==> src/rtl/dbank_remap.sv <==
module dbank_remap #(
  parameter int AW = 32,
  parameter logic [AW-1:0] BASE_ADDR = 32'h0800_0000,
  parameter int WIN_BYTES = 524288,
  localparam int WIN_W = $clog2(WIN_BYTES),
  localparam int OW = WIN_W - 1
) (
  input  logic          clk,
  input  logic          rst_n,
  input  logic          cfg_dual_i,
  input  logic          cfg_swap_i,
  input  logic          req_valid_i,
  input  logic [AW-1:0] req_addr_i,
  output logic          req_ready_o,
  output logic          req_err_o,
  output logic          mem_valid_o,
  output logic          mem_bank_o,
  output logic [OW-1:0] mem_offset_o,
  input  logic          mem_ready_i,
  input  logic          swreq_valid_i,
  input  logic [1:0]    swreq_sel_i,
  output logic          next_swap_o,
  output logic          stat_dual_o,
  output logic          stat_swap_o
);

  logic dual_q, swap_q, live_q, used_q, pend_q;
  logic in_win, upper, sel_ok;

  always_ff @(posedge clk) begin
    if (!rst_n) begin
      dual_q <= cfg_dual_i;
      swap_q <= cfg_swap_i;
      live_q <= 1'b0;
      used_q <= 1'b0;
      pend_q <= 1'b0;
    end else begin
      live_q <= 1'b1;
      if (swreq_valid_i && sel_ok && !used_q) begin
        used_q <= 1'b1;
        pend_q <= swreq_sel_i[0];
      end
    end
  end

  assign sel_ok = (swreq_sel_i[1] == 1'b0);
  assign in_win = (req_addr_i[AW-1:WIN_W] == BASE_ADDR[AW-1:WIN_W]);
  assign upper  = req_addr_i[WIN_W-1];

  assign mem_valid_o  = live_q && req_valid_i && in_win;
  assign req_err_o    = live_q && req_valid_i && !in_win;
  assign req_ready_o  = live_q && (in_win ? mem_ready_i : 1'b1);
  assign mem_bank_o   = dual_q ? (upper ^ swap_q) : upper;
  assign mem_offset_o = req_addr_i[OW-1:0];

  assign next_swap_o = used_q ? pend_q : swap_q;
  assign stat_dual_o = dual_q;
  assign stat_swap_o = swap_q;

endmodule


==> config.mk <==
export PLATFORM = sky130hd
export DESIGN_NAME = dbank_remap
export DESIGN_NICKNAME = d
export VERILOG_FILES = /design/src/rtl/dbank_remap.sv
export SDC_FILE = /design/constraint.sdc
export NUM_CORES = 1
export LEC_CHECK = 0
export BUFFER_PORTS_ARGS = -buffer_cell sky130_fd_sc_hd__clkbuf_2
export CAP_MARGIN = 20
export CELL_PAD_IN_SITES_DETAIL_PLACEMENT = 0
export CELL_PAD_IN_SITES_GLOBAL_PLACEMENT = 2
export CORE_MARGIN = 2
export CORE_UTILIZATION = 11
export CTS_BUF_LIST = sky130_fd_sc_hd__clkbuf_2 sky130_fd_sc_hd__clkbuf_4 sky130_fd_sc_hd__clkbuf_8
export CTS_CLUSTER_DIAMETER = 120
export CTS_CLUSTER_SIZE = 20
export DETAILED_ROUTE_END_ITERATION = 10
export PLACE_DENSITY_LB_ADDON = 0.3
export SLEW_MARGIN = 20
export SYNTH_ARGS = -nofsm -noshare
export SYNTH_HDL_FRONTEND = slang
export SYNTH_SLANG_ARGS = --single-unit
==> constraint.sdc <==
create_clock -name clk -period 1 [get_ports clk]
set_input_delay 0.05 -clock clk [delete_from_list [all_inputs] [get_ports clk]]
set_output_delay 0.05 -clock clk [all_outputs]
set_load 0.03 [all_outputs]
==> results.md <==
- Mean post-synth cell area: 8.907 um^2
- Clock Tree Buf Depth: 2
- Setup Viol. Count Final: 3
- Most frequent cell after synthesis: buf_4
- DR iter-0 viols: 1
- Root Buffer: clkbuf_4
- Clock Sink Count: 5
- Starting Density: 11.30%
- Routability congestion estimate: 0.6313
- Total power: 715.4 uW
- Antenna diode count: 0
- Gr busiest metal: met2
- Failing checks: setup timing
- Slowest cell on crit path: edfxtp_1
- Commonest cells in the netlist: buf_4, nor2_1, dfxtp_1
- Clk pwr share: 36.6%
- Sequential area share after synthesis: 32.11%
- Distinct cell type count after synthesis: 17
- Initial antenna violation count: 0
- Final wirelength: 940 um
- Leading area contributor after synthesis: buf_4
- GR Layer Usage met3: 4.348%
- Internal: 521.9 uW
- Post-synth top flop: dfxtp_1
- VDD IR max: 0.1652 mV
- Post-synthesis cell area: 374.1 um^2
- Top Ports: 66
- Top cell type's share of synthesized area: 36.12%
- Detail Placement HPWL: 744.7 um
- Ys Warns: 0
- Hold-critical path depth: 3
- GRT met1 Usage: 3.437%
- Sw power: 193.4 uW
- Status: complete, but fails checks
- RR Startpoint: used_q$_SDFFE_PN0P_
- Port-buffer cells: 29
- Clk_lat worst skew: 0.24 ns
- Setup Skew: 0.00002398 ns
- CTS Buf Count: 3
- Full die area: 3883 um^2
- Post-synth EDFFs: 2
- Vias in the first global route: 355
- Final core utilization: 19.05%
- CP required: 0.95 ns
- HP Class: in -> reg
- CTS tree: yes
- RSZ-0062 raised after global routing: true
- Setup bufs post-CTS: 0
- Syn Nets: 83
- CP Launch Type: flip-flop
- Setup crit end kind: output pin
- Worst hold endpoint: pend_q$_SDFFE_PN0P_
- Slew margin rel.: 87.47%
- Layout Nets: 102
- Max cap viols: 0
- Logic gate share of total power: 29.8%
- Grt ovf: 0
- CTS clk-pin slew, worst paths: 0.04 ns
- Row count: 21
- Layout cells sized above 1: 73.33%
- Max incr delay on CP: 0.43 ns
- Chip height: 62.32 um
- H-tree levels: 1
- # fillers: 390
- Sw Ratio: 27.04%
- Final Hold Viols: 0
- Via density: 3.208
- Drt pass-1 iters: 3
- Post-DR wirelength/cell: 8.868 um
- Number of synthesized register bits: 5
- HP Start: swreq_sel_i[0]
- Total global-route track usage: 5.301%
- CP cell instances: mux2_4, buf_8
- Remaining antenna violation count: 0
- Synth area leaders: buf_4, dfxtp_1, edfxtp_1
- Worst R2R Setup Slack: 0.11 ns
- Hold Worst Slack: 0.04703 ns
- Vias: 340
- Reg2reg path depth: 3
- M2 GR Usage: 8.832%
- Max Clk Rate: 860.7 MHz
- Layout area overhead: 68.56%
- Fin. max-slew vios: 0
- Worst-margin pin slew: 0.1866 ns
- Pwr Density: 1134 nW/um^2
- Critical path class: reg -> out
- CORE AREA: 3311 um^2
- First-pass GRT wire length: 1469 um
- Setup tns final: -0.2849 ns
- PnR worst setup slack: -0.1618 ns
- Min Clock Period, post-route: 1.162 ns
- Gate count of the mapped netlist: 42
- Die width: 62.32 um
- Asr flop ratio synth: 0%
- Tcrit/Tclk final: 116.2%
- Pin count of the biggest net entering global routing: 5
- Flop pwr share: 33.5%
- R2R Path End: pend_q$_SDFFE_PN0P_
- Pleak: 0.0002907 uW
- Worst EP arrival: 1.11 ns
- CP Max Fanout: 3
- Residual DRC: 0
## repair_timing
action	CTS	global route
setup endpoints to repair	4	6
hold buffers	3	0
pin swaps	3	6
gates cloned	0	0
hold endpoints to repair	3	0
gates resized for setup	7	24
## routing by layer
| layer | up-vias | wire length (um) | part of all wire, % |
|---|---|---|---|
| met2 | 14 | 586 | 62 |
| met4 | 0 | 34 | 3.6 |
| li1 | 156 | - | - |
| met3 | 4 | 82 | 8.7 |
| met1 | 166 | 236 | 25 |
| met5 | - | 0 | 0 |
## worst max-delay path by stage
stage,from,endpoint,slack (ns),cells past startpoint
global route,stat_swap_o$_DFFE_PN_,next_swap_o,-0.22,2
global placement,req_addr_i[28],req_ready_o,0.02,5
CTS,stat_swap_o$_DFFE_PN_,next_swap_o,-0.20,2
finish,stat_swap_o$_DFFE_PN_,next_swap_o,-0.16,2
floorplan,stat_swap_o$_DFFE_PN_,mem_bank_o,-0.01,2
detailed placement,req_addr_i[22],req_ready_o,0.01,5
## registers in the layout, indices dropped and copies added (netlist names)
signal       cells
live_q           1
pend_q           1
stat_dual_o      1
stat_swap_o      1
used_q           1
## critical path, delay by kind of cell, from the launching register on
family | cells | cell delay (ns)
flip-flops | 1 | 0.43
multiplexers | 1 | 0.31
buffers and inverters | 1 | 0.14
## power by group through the flow
stage / logic (uW) / clock network [uW] / registers [uW]
after global placement: 152 / 0 / 241
after detailed placement: 152 / 0 / 242
after CTS: 179 / 280 / 239
after global routing: 228 / 300 / 242
final: 213 / 262 / 240
after floorplan: 207 / 0 / 252
## cells by family after synthesis
logic type / count (synthesis) / share of synthesized area [%]
multiplexers: 2 / 5.686
flip-flops: 5 / 32.11
AO/OA/AOI/OAI: 2 / 3.344
buffers and inverters: 20 / 38.13
XOR/XNOR: 1 / 2.342
AND/OR/NAND/NOR: 12 / 18.40
## stage by stage
stage | instance area, um^2 | std cells | setup slack, ns
global placement | 462.9 | 99 | 0.01831
finish | 630.6 | 106 | -0.1618
CTS | 546.8 | 106 | -0.2045
floorplan | 395.4 | 42 | -0.009733
global route | 630.6 | 106 | -0.2158
detailed placement | 462.9 | 99 | 0.01401
## area by class of cell
class                   count  area, um^2  area share, %
well taps                  46       57.56          9.127
multi-input cells          17       187.7          29.76
flip-flops and latches      5       121.4          19.25
clock buffers               4       30.03          4.762
repair buffers             32       226.5          35.91
inverters                   2       7.507          1.190
## cell usage in the layout, fill, tap and decap left out
cell	synthesis	routed
nand2_4	0	1
nor2_2	0	1
a21oi_1	1	1
nand2_2	0	1
nor3b_2	0	1
dlygate4sd3_1	0	3
nor2_1	4	3
buf_8	0	2
nor3_2	0	1
nand4_1	1	1
nor2b_4	0	1
mux2i_1	1	1
nor4b_4	0	1
clkbuf_2	0	22
mux2_4	0	1
inv_1	2	2
dfxtp_2	0	1
nor4_4	0	1
dfxtp_1	3	2
edfxtp_1	2	2
buf_6	0	5
xnor2_4	0	1
o21a_1	1	1
clkbuf_4	0	4
Note: power is estimated with default switching activity, not from simulation.
